[config.mk]
export PLATFORM = sky130hd
export DESIGN_NAME = agt_gate_seq
export DESIGN_NICKNAME = d
export VERILOG_FILES = /design/src/rtl/agt_pkg.sv /design/src/rtl/agt_sync.sv /design/src/rtl/agt_delay.sv /design/src/rtl/agt_fsm.sv /design/src/rtl/agt_gate_seq.sv
export SDC_FILE = /design/constraint.sdc
export NUM_CORES = 1
export LEC_CHECK = 0
export BUFFER_PORTS_ARGS = -buffer_cell sky130_fd_sc_hd__buf_2
export CAP_MARGIN = 10
export CORE_MARGIN = 1.5
export CORE_UTILIZATION = 50
export CTS_CLUSTER_SIZE = 30
export DETAILED_ROUTE_END_ITERATION = 6
export PLACE_DENSITY_LB_ADDON = 0.12
export SYNTH_ARGS = -nofsm -noshare
export SYNTH_HDL_FRONTEND = slang
export SYNTH_SLANG_ARGS = --single-unit
[constraint.sdc]
create_clock -name clk_i -period 1.6 [get_ports clk_i]
set_input_delay 0.32 -clock clk_i [delete_from_list [all_inputs] [get_ports clk_i]]
set_output_delay 0.32 -clock clk_i [all_outputs]
set_load 0.03 [all_outputs]
[src/rtl/agt_pkg.sv]
package agt_pkg;

  typedef enum logic [3:0] {
    ST_IDLE,
    ST_LS_ON,
    ST_LS_OFFD,
    ST_WAIT_LS,
    ST_HS_OND,
    ST_HS_ON,
    ST_HS_OFFD,
    ST_WAIT_HS,
    ST_LS_OND,
    ST_SDH_LS,
    ST_SDH_HS,
    ST_SHUT,
    ST_EXIT_HS,
    ST_EXIT_LS
  } seq_state_e;

  typedef enum logic [2:0] {
    STAT_IDLE    = 3'd0,
    STAT_LOW_ON  = 3'd1,
    STAT_TRANS   = 3'd2,
    STAT_HIGH_ON = 3'd3,
    STAT_SHUT    = 3'd4
  } seq_stat_e;

  localparam logic [1:0] PWM_LO = 2'b00;
  localparam logic [1:0] PWM_HI = 2'b01;

  function automatic int max_i(input int a, input int b);
    return (a > b) ? a : b;
  endfunction

endpackage

[src/rtl/agt_sync.sv]
module agt_sync #(
  parameter int W      = 1,
  parameter int STAGES = 2
) (
  input  logic         clk_i,
  input  logic         rst_ni,
  input  logic [W-1:0] d_i,
  output logic [W-1:0] q_o
);

  logic [W-1:0] stg [STAGES];

  for (genvar g = 0; g < STAGES; g++) begin : g_stage
    always_ff @(posedge clk_i or negedge rst_ni) begin
      if (!rst_ni)     stg[g] <= '0;
      else if (g == 0) stg[g] <= d_i;
      else             stg[g] <= stg[(g == 0) ? 0 : g-1];
    end
  end

  assign q_o = stg[STAGES-1];

endmodule

[src/rtl/agt_delay.sv]
module agt_delay #(
  parameter int CW = 2
) (
  input  logic          clk_i,
  input  logic          rst_ni,
  input  logic          load_i,
  input  logic [CW-1:0] val_i,
  output logic          done_o
);

  logic [CW-1:0] cnt_q;

  always_ff @(posedge clk_i or negedge rst_ni) begin
    if (!rst_ni)           cnt_q <= '0;
    else if (load_i)       cnt_q <= val_i;
    else if (cnt_q != '0)  cnt_q <= cnt_q - 1'b1;
  end

  assign done_o = (cnt_q == '0);

  // a freshly loaded count must never wrap upward
  assert_cnt_monotone_R1: assert property (@(posedge clk_i) disable iff (!rst_ni)
    (!load_i && cnt_q != '0) |=> (cnt_q < $past(cnt_q)));

endmodule

[src/rtl/agt_fsm.sv]
module agt_fsm
  import agt_pkg::*;
#(
  parameter int CW       = 2,
  parameter int D_LS_OFF = 2,
  parameter int D_HS_ON  = 1,
  parameter int D_HS_OFF = 1,
  parameter int D_LS_ON  = 3,
  parameter int D_HOLD   = 1,
  parameter int D_EXIT   = 1
) (
  input  logic          clk_i,
  input  logic          rst_ni,
  input  logic          run_i,
  input  logic [1:0]    pwm_i,
  input  logic          lo_low_i,
  input  logic          hi_low_i,
  input  logic          done_i,
  output logic          load_o,
  output logic [CW-1:0] val_o,
  output logic          hs_o,
  output logic          ls_o,
  output logic [2:0]    stat_o
);

  localparam logic [CW-1:0] V_LS_OFF = CW'(D_LS_OFF - 1);
  localparam logic [CW-1:0] V_HS_ON  = CW'(D_HS_ON - 1);
  localparam logic [CW-1:0] V_HS_OFF = CW'(D_HS_OFF - 1);
  localparam logic [CW-1:0] V_LS_ON  = CW'(D_LS_ON - 1);
  localparam logic [CW-1:0] V_HOLD   = CW'(D_HOLD - 1);
  localparam logic [CW-1:0] V_EXIT   = CW'(D_EXIT - 1);

  seq_state_e st_q, nxt;
  seq_stat_e  stat;
  logic p_hi, p_lo, p_mid;

  assign p_hi  = (pwm_i == PWM_HI);
  assign p_lo  = (pwm_i == PWM_LO);
  assign p_mid = pwm_i[1];

  always_comb begin
    nxt    = st_q;
    load_o = 1'b0;
    val_o  = '0;
    if (!run_i) begin
      nxt = ST_IDLE;
    end else begin
      unique case (st_q)
        ST_IDLE: begin
          if (p_hi)      nxt = ST_WAIT_LS;
          else if (p_lo) nxt = ST_WAIT_HS;
          else           nxt = ST_SHUT;
        end
        ST_LS_ON: begin
          if (p_hi)       begin nxt = ST_LS_OFFD; load_o = 1'b1; val_o = V_LS_OFF; end
          else if (p_mid) begin nxt = ST_SDH_LS;  load_o = 1'b1; val_o = V_HOLD;   end
        end
        ST_HS_ON: begin
          if (p_lo)       begin nxt = ST_HS_OFFD; load_o = 1'b1; val_o = V_HS_OFF; end
          else if (p_mid) begin nxt = ST_SDH_HS;  load_o = 1'b1; val_o = V_HOLD;   end
        end
        ST_LS_OFFD: begin
          if (p_lo)        nxt = ST_LS_ON;
          else if (p_mid)  begin nxt = ST_SDH_LS; load_o = 1'b1; val_o = V_HOLD; end
          else if (done_i) nxt = ST_WAIT_LS;
        end
        ST_HS_OFFD: begin
          if (p_hi)        nxt = ST_HS_ON;
          else if (p_mid)  begin nxt = ST_SDH_HS; load_o = 1'b1; val_o = V_HOLD; end
          else if (done_i) nxt = ST_WAIT_HS;
        end
        ST_WAIT_LS: begin
          if (p_lo)          nxt = ST_WAIT_HS;
          else if (p_mid)    nxt = ST_SHUT;
          else if (lo_low_i) begin nxt = ST_HS_OND; load_o = 1'b1; val_o = V_HS_ON; end
        end
        ST_WAIT_HS: begin
          if (p_hi)          nxt = ST_WAIT_LS;
          else if (p_mid)    nxt = ST_SHUT;
          else if (hi_low_i) begin nxt = ST_LS_OND; load_o = 1'b1; val_o = V_LS_ON; end
        end
        ST_HS_OND: begin
          if (p_lo)           nxt = ST_WAIT_HS;
          else if (p_mid)     nxt = ST_SHUT;
          else if (!lo_low_i) nxt = ST_WAIT_LS;
          else if (done_i)    nxt = ST_HS_ON;
        end
        ST_LS_OND: begin
          if (p_hi)           nxt = ST_WAIT_LS;
          else if (p_mid)     nxt = ST_SHUT;
          else if (!hi_low_i) nxt = ST_WAIT_HS;
          else if (done_i)    nxt = ST_LS_ON;
        end
        ST_SDH_LS: begin
          if (p_lo)        nxt = ST_LS_ON;
          else if (p_hi)   begin nxt = ST_LS_OFFD; load_o = 1'b1; val_o = V_LS_OFF; end
          else if (done_i) nxt = ST_SHUT;
        end
        ST_SDH_HS: begin
          if (p_hi)        nxt = ST_HS_ON;
          else if (p_lo)   begin nxt = ST_HS_OFFD; load_o = 1'b1; val_o = V_HS_OFF; end
          else if (done_i) nxt = ST_SHUT;
        end
        ST_SHUT: begin
          if (p_hi) begin
            if (lo_low_i) begin nxt = ST_EXIT_HS; load_o = 1'b1; val_o = V_EXIT; end
            else          nxt = ST_WAIT_LS;
          end else if (p_lo) begin
            if (hi_low_i) begin nxt = ST_EXIT_LS; load_o = 1'b1; val_o = V_EXIT; end
            else          nxt = ST_WAIT_HS;
          end
        end
        ST_EXIT_HS: begin
          if (p_lo)           nxt = ST_WAIT_HS;
          else if (p_mid)     nxt = ST_SHUT;
          else if (!lo_low_i) nxt = ST_WAIT_LS;
          else if (done_i)    nxt = ST_HS_ON;
        end
        ST_EXIT_LS: begin
          if (p_hi)           nxt = ST_WAIT_LS;
          else if (p_mid)     nxt = ST_SHUT;
          else if (!hi_low_i) nxt = ST_WAIT_HS;
          else if (done_i)    nxt = ST_LS_ON;
        end
        default: nxt = ST_IDLE;
      endcase
    end
  end

  always_ff @(posedge clk_i or negedge rst_ni) begin
    if (!rst_ni) st_q <= ST_IDLE;
    else         st_q <= nxt;
  end

  assign hs_o = (st_q == ST_HS_ON) || (st_q == ST_HS_OFFD) || (st_q == ST_SDH_HS);
  assign ls_o = (st_q == ST_LS_ON) || (st_q == ST_LS_OFFD) || (st_q == ST_SDH_LS);

  always_comb begin
    unique case (st_q)
      ST_IDLE:  stat = STAT_IDLE;
      ST_LS_ON: stat = STAT_LOW_ON;
      ST_HS_ON: stat = STAT_HIGH_ON;
      ST_SHUT:  stat = STAT_SHUT;
      default:  stat = STAT_TRANS;
    endcase
  end
  assign stat_o = stat;

  // adaptive turn-on: the opposite gate must be reported discharged
  assert_hs_needs_flag_R2: assert property (@(posedge clk_i) disable iff (!rst_ni)
    $rose(hs_o) |-> $past(lo_low_i));
  assert_ls_needs_flag_R4: assert property (@(posedge clk_i) disable iff (!rst_ni)
    $rose(ls_o) |-> $past(hi_low_i));
  assert_sd_hold_R6: assert property (@(posedge clk_i) disable iff (!rst_ni)
    (st_q == ST_SHUT && run_i && p_mid) |=> (!hs_o && !ls_o && st_q == ST_SHUT));
  assert_stop_idle_R10: assert property (@(posedge clk_i) disable iff (!rst_ni)
    !run_i |=> (!hs_o && !ls_o && stat_o == 3'd0));

endmodule

[src/rtl/agt_gate_seq.sv]
module agt_gate_seq
  import agt_pkg::*;
#(
  parameter int SYNC_STAGES = 2,
  parameter int T_LS_OFF    = 5,
  parameter int T_HS_ON     = 4,
  parameter int T_HS_OFF    = 4,
  parameter int T_LS_ON     = 6,
  parameter int T_HOLD      = 4,
  parameter int T_EXIT      = 4
) (
  input  logic       clk_i,
  input  logic       rst_ni,
  input  logic       en_i,
  input  logic       por_ok_i,
  input  logic [1:0] pwm_i,
  input  logic       ls_gate_low_i,
  input  logic       hs_gate_low_i,
  output logic       hs_en_o,
  output logic       ls_en_o,
  output logic [2:0] state_o
);

  // synchronizer plus state register latency is part of every delay
  localparam int LAT      = SYNC_STAGES + 1;
  localparam int D_LS_OFF = T_LS_OFF - LAT;
  localparam int D_HS_ON  = T_HS_ON  - LAT;
  localparam int D_HS_OFF = T_HS_OFF - LAT;
  localparam int D_LS_ON  = T_LS_ON  - LAT;
  localparam int D_HOLD   = T_HOLD   - LAT;
  localparam int D_EXIT   = T_EXIT   - LAT;
  localparam int D_MAX    = max_i(max_i(max_i(D_LS_OFF, D_HS_ON), max_i(D_HS_OFF, D_LS_ON)),
                                  max_i(D_HOLD, D_EXIT));
  localparam int CW       = (D_MAX < 2) ? 1 : $clog2(D_MAX);
  localparam int SW       = 5;

  logic [SW-1:0] raw, syn;
  logic          run_s, lo_low_s, hi_low_s;
  logic [1:0]    pwm_s;
  logic          load, done, hs_q, ls_q, live;
  logic [CW-1:0] val;

  assign raw = {en_i & por_ok_i, pwm_i, ls_gate_low_i, hs_gate_low_i};

  agt_sync #(.W(SW), .STAGES(SYNC_STAGES)) u_sync (
    .clk_i(clk_i), .rst_ni(rst_ni), .d_i(raw), .q_o(syn)
  );

  assign run_s    = syn[4];
  assign pwm_s    = syn[3:2];
  assign lo_low_s = syn[1];
  assign hi_low_s = syn[0];

  agt_delay #(.CW(CW)) u_dly (
    .clk_i(clk_i), .rst_ni(rst_ni), .load_i(load), .val_i(val), .done_o(done)
  );

  agt_fsm #(
    .CW(CW), .D_LS_OFF(D_LS_OFF), .D_HS_ON(D_HS_ON), .D_HS_OFF(D_HS_OFF),
    .D_LS_ON(D_LS_ON), .D_HOLD(D_HOLD), .D_EXIT(D_EXIT)
  ) u_fsm (
    .clk_i(clk_i), .rst_ni(rst_ni), .run_i(run_s), .pwm_i(pwm_s),
    .lo_low_i(lo_low_s), .hi_low_i(hi_low_s), .done_i(done),
    .load_o(load), .val_o(val), .hs_o(hs_q), .ls_o(ls_q), .stat_o(state_o)
  );

  // disable acts without synchronizer latency
  assign live    = en_i & por_ok_i;
  assign hs_en_o = hs_q & live;
  assign ls_en_o = ls_q & live;

  assert_no_overlap_R5: assert property (@(posedge clk_i) disable iff (!rst_ni)
    !(hs_en_o && ls_en_o));

endmodule

==> results.json <==
{
  "run_status": "finished, violations left",
  "violations": "negative setup slack",
  "cts-root-buf": "clkbuf_4",
  "fp-row-count": 18,
  "internal_power_uw": 1013,
  "yosysWarnings": 0,
  "cp.arrival_ns": 2.02,
  "syn_area_um2": 1285,
  "skew_ns": 0.01110,
  "synth_seq_cells": 16,
  "antenna_left": 0,
  "finalWeightedCongestion": 0.9418,
  "synth-xor-area-share_pct": 2.726,
  "die_w_um": 53.70,
  "crit_chain": "buf_6 -> or3b_4 -> a2111oi_4 -> nor3_4 -> o21ai_2 -> o2bb2ai_1",
  "syn-num-nets": 163,
  "design_area_um2": 1988,
  "worst_pin_slew_ns": 0.4772,
  "final_util_pct": 80.99,
  "muxShareOfSynthArea_pct": 3.311,
  "antenna_found_initial": 0,
  "crit_cells": 6,
  "io_pins": 13,
  "clk_path_buf_depth": 2,
  "setup_violations": 11,
  "power.leakage_uw": 0.0008915,
  "wl_met2_um": 2441,
  "switching_share_pct": 36.46,
  "syn_area_per_cell_um2": 8.344,
  "seqPwrFrac_pct": 30.7,
  "core_area_um2": 2455,
  "via_per_inst": 6.531,
  "n_fill_cell": 139,
  "cts_buffers": 3,
  "power.density_nw_per_um2": 801.5,
  "critical_path.endpoint_type": "flop",
  "clk_latency_ns": 0.30,
  "p_sw_uw": 581.0,
  "r2r-end": "u_fsm.st_q[1]",
  "crit_fanout": 4,
  "netlist_instances": 154,
  "cp-start-kind": "flop",
  "clk_pin_slew_ns": 0.10,
  "layout.nets": 223,
  "start_util_pct": 52.34,
  "firstDrtPassIters": 5,
  "synth_ff_type": "dfrtp_1",
  "ir_drop_mv": 0.7655,
  "cts.sink_count": 16,
  "synth_compound_area_share_pct": 33.20,
  "period_minus_slack_ns": 1.847,
  "highest_layer": "met4",
  "ff2ff_setup_slack_ns": -0.25,
  "rsz0062_at_grt": "yes",
  "reg2reg_depth": 6,
  "area_delta_synth_final_pct": 54.72,
  "die_h_um": 53.70,
  "drt_wl_total_um": 5016,
  "die_area_um2": 2883,
  "power_uw": 1594,
  "grt_pass1_vias": 1498,
  "synth_top_family_by_area": "compound AO/OA/AOI/OAI gates",
  "synth_edf_count": 0,
  "async_reset_ff_share_pct": 100.0,
  "rr_startpoint": "u_fsm.st_q[2]",
  "max_slew_margin_pct": 67.85,
  "crit_buf_inv": 1,
  "grt_pass1_wl_um": 7272,
  "placed_area_um2": 1624,
  "hold_viol": 0,
  "synth-simple-area-share_pct": 20.55,
  "synth_cell_types": 55,
  "wire_per_inst_um": 20.64,
  "criticalPathCategory": "flop to flop",
  "grt_max_degree": 17,
  "cp_slowest_cell": "dfrtp_1",
  "final_max_slew_viol_count": 0,
  "setup.worst_path.end": "u_fsm.st_q[1]",
  "grt_overflow_total": 0,
  "crit_family": "compound AO/OA/AOI/OAI gates",
  "drc": 0,
  "num_vias": 1587,
  "layout_setup_ws_ns": -0.2472,
  "max_cap_violations": 0,
  "ys_seq_area_share_pct": 31.16,
  "pwr-share-clk_pct": 17.4,
  "critical-path-max-stage-delay_ns": 0.43,
  "dr_wl_met3_um": 379,
  "portBuffers": 12,
  "hold_class": "primary input to flop",
  "synthAdderAreaFrac_pct": 0.9737,
  "drive_above_1_share_pct": 49.77,
  "track_usage_pct": 35.95,
  "antennaDiodeCount": 0,
  "crit_start": "u_fsm.st_q[2]",
  "min_period_over_period_pct": 115.4,
  "h-tree-depth": 1,
  "wl_met1_um": 1927,
  "cts_tree": "yes",
  "p_comb_share_pct": 51.9,
  "drt_iter0_drc": 75,
  "hpwl_um": 2997,
  "required_ns": 1.77,
  "max_freq_mhz": 541.4
}
## layer usage
metal,global-route usage (%),vias up
met5,0,-
met4,23.50,0
met3,6.944,32
met2,57.11,100
met1,44.13,765
li1,-,690
## how the worst min path moves through the flow
stage,end,cells past startpoint,slack (ns),start
floorplan,u_dly.cnt_q[0],0,0.02,rst_ni
global placement,u_sync.stg[8],1,0.24,rst_ni
detailed placement,u_sync.stg[8],1,0.24,rst_ni
CTS,u_sync.stg[5],1,0.12,hs_gate_low_i
global route,u_sync.stg[5],1,0.11,hs_gate_low_i
finish,u_sync.stg[5],1,0.11,hs_gate_low_i
## synth_stat cells, types with 3 or more instances
cell type | number | area [µm²]
a21oi_1 | 7 | 35.03
a221oi_1 | 3 | 26.28
a2bb2oi_1 | 3 | 26.28
buf_2 | 8 | 40.04
buf_4 | 3 | 22.52
dfrtp_1 | 16 | 400.4
inv_1 | 7 | 26.28
nand2_1 | 11 | 41.29
nand2b_1 | 7 | 43.79
nand3b_1 | 5 | 37.54
nor2_1 | 11 | 41.29
nor2b_1 | 4 | 25.02
o21ai_0 | 10 | 50.05
o22ai_1 | 4 | 25.02
o2bb2ai_1 | 4 | 35.03
xor2_1 | 3 | 26.28
## cell type report
type / instances / area [µm²] / area share, %
well taps: 30 / 37.54 / 1.888
flip-flops and latches: 16 / 401.6 / 20.20
repair buffers: 69 / 560.5 / 28.19
multi-input cells: 116 / 919.6 / 46.26
clock buffers: 4 / 36.28 / 1.825
inverters: 8 / 32.53 / 1.636
## power by group through the flow
| stage | registers (µW) | clock network, µW | logic [µW] |
|---|---|---|---|
| 6_report | 490 | 277 | 827 |
| 3_5_place_dp | 493 | 0 | 637 |
| 4_1_cts | 487 | 274 | 765 |
| 3_3_place_gp | 491 | 0 | 617 |
| 5_1_grt | 495 | 290 | 880 |
| 2_1_floorplan | 480 | 0 | 375 |
## layout by cell type (no fill, tap or decap), drive strengths merged, types with 2 or more instances in the layout
cell / synthesis / layout
a2111oi: 2 / 2
a21oi: 8 / 8
a221oi: 3 / 3
a22oi: 2 / 2
a2bb2oi: 3 / 3
a31oi: 2 / 2
a32oi: 2 / 2
and3: 2 / 2
buf: 13 / 68
clkbuf: 1 / 4
dfrtp: 16 / 16
inv: 8 / 8
mux2: 2 / 2
mux2i: 2 / 2
nand2: 11 / 11
nand2b: 7 / 7
nand3b: 5 / 5
nor2: 11 / 11
nor2b: 4 / 4
o21ai: 13 / 13
o22ai: 5 / 5
o2bb2ai: 4 / 4
o31ai: 2 / 2
xor2: 3 / 3
## kinds of logic (layout without fill, tap and decap cells)
kind of cell,Yosys count,in the layout
mux,4,4
xor+xnor,4,4
fa+ha+maj,1,1
simple gates,49,49
flops,16,16
compound gates,58,58
buf+inv,22,81
## flip-flops by register name (all words and copies together), names as in the netlist
name and count:
u_fsm.st_q 4, u_sync.stg 5, u_sync.q_o 5, u_dly.cnt_q 2
## what timing repair did
| item | in CTS | in global routing |
|---|---|---|
| cloned | 1 | 0 |
| setup buffers | 10 | 4 |
| endpoints found under the setup margin | 11 | 11 |
| hold buffers | 1 | 0 |
| pin swaps | 8 | 2 |
| resized for setup | 48 | 8 |
| endpoints found under the hold margin | 16 | 0 |
## per-stage QoR
| stage | worst slack (ns) | hold slack (ns) | instances | setup TNS [ns] |
|---|---|---|---|---|
| after CTS | -0.1824 | 0.1208 | 239 | -1.135 |
| final | -0.2472 | 0.1129 | 243 | -1.851 |
| after global placement | -0.1367 | 0.2360 | 223 | -0.6888 |
| after global routing | -0.3287 | 0.1054 | 243 | -2.503 |
| after detailed placement | -0.1742 | 0.2429 | 223 | -0.9601 |
| after floorplan | 0.005160 | 0.02441 | 154 | 0 |
No activity file was read; power rests on OpenSTA's default activity.
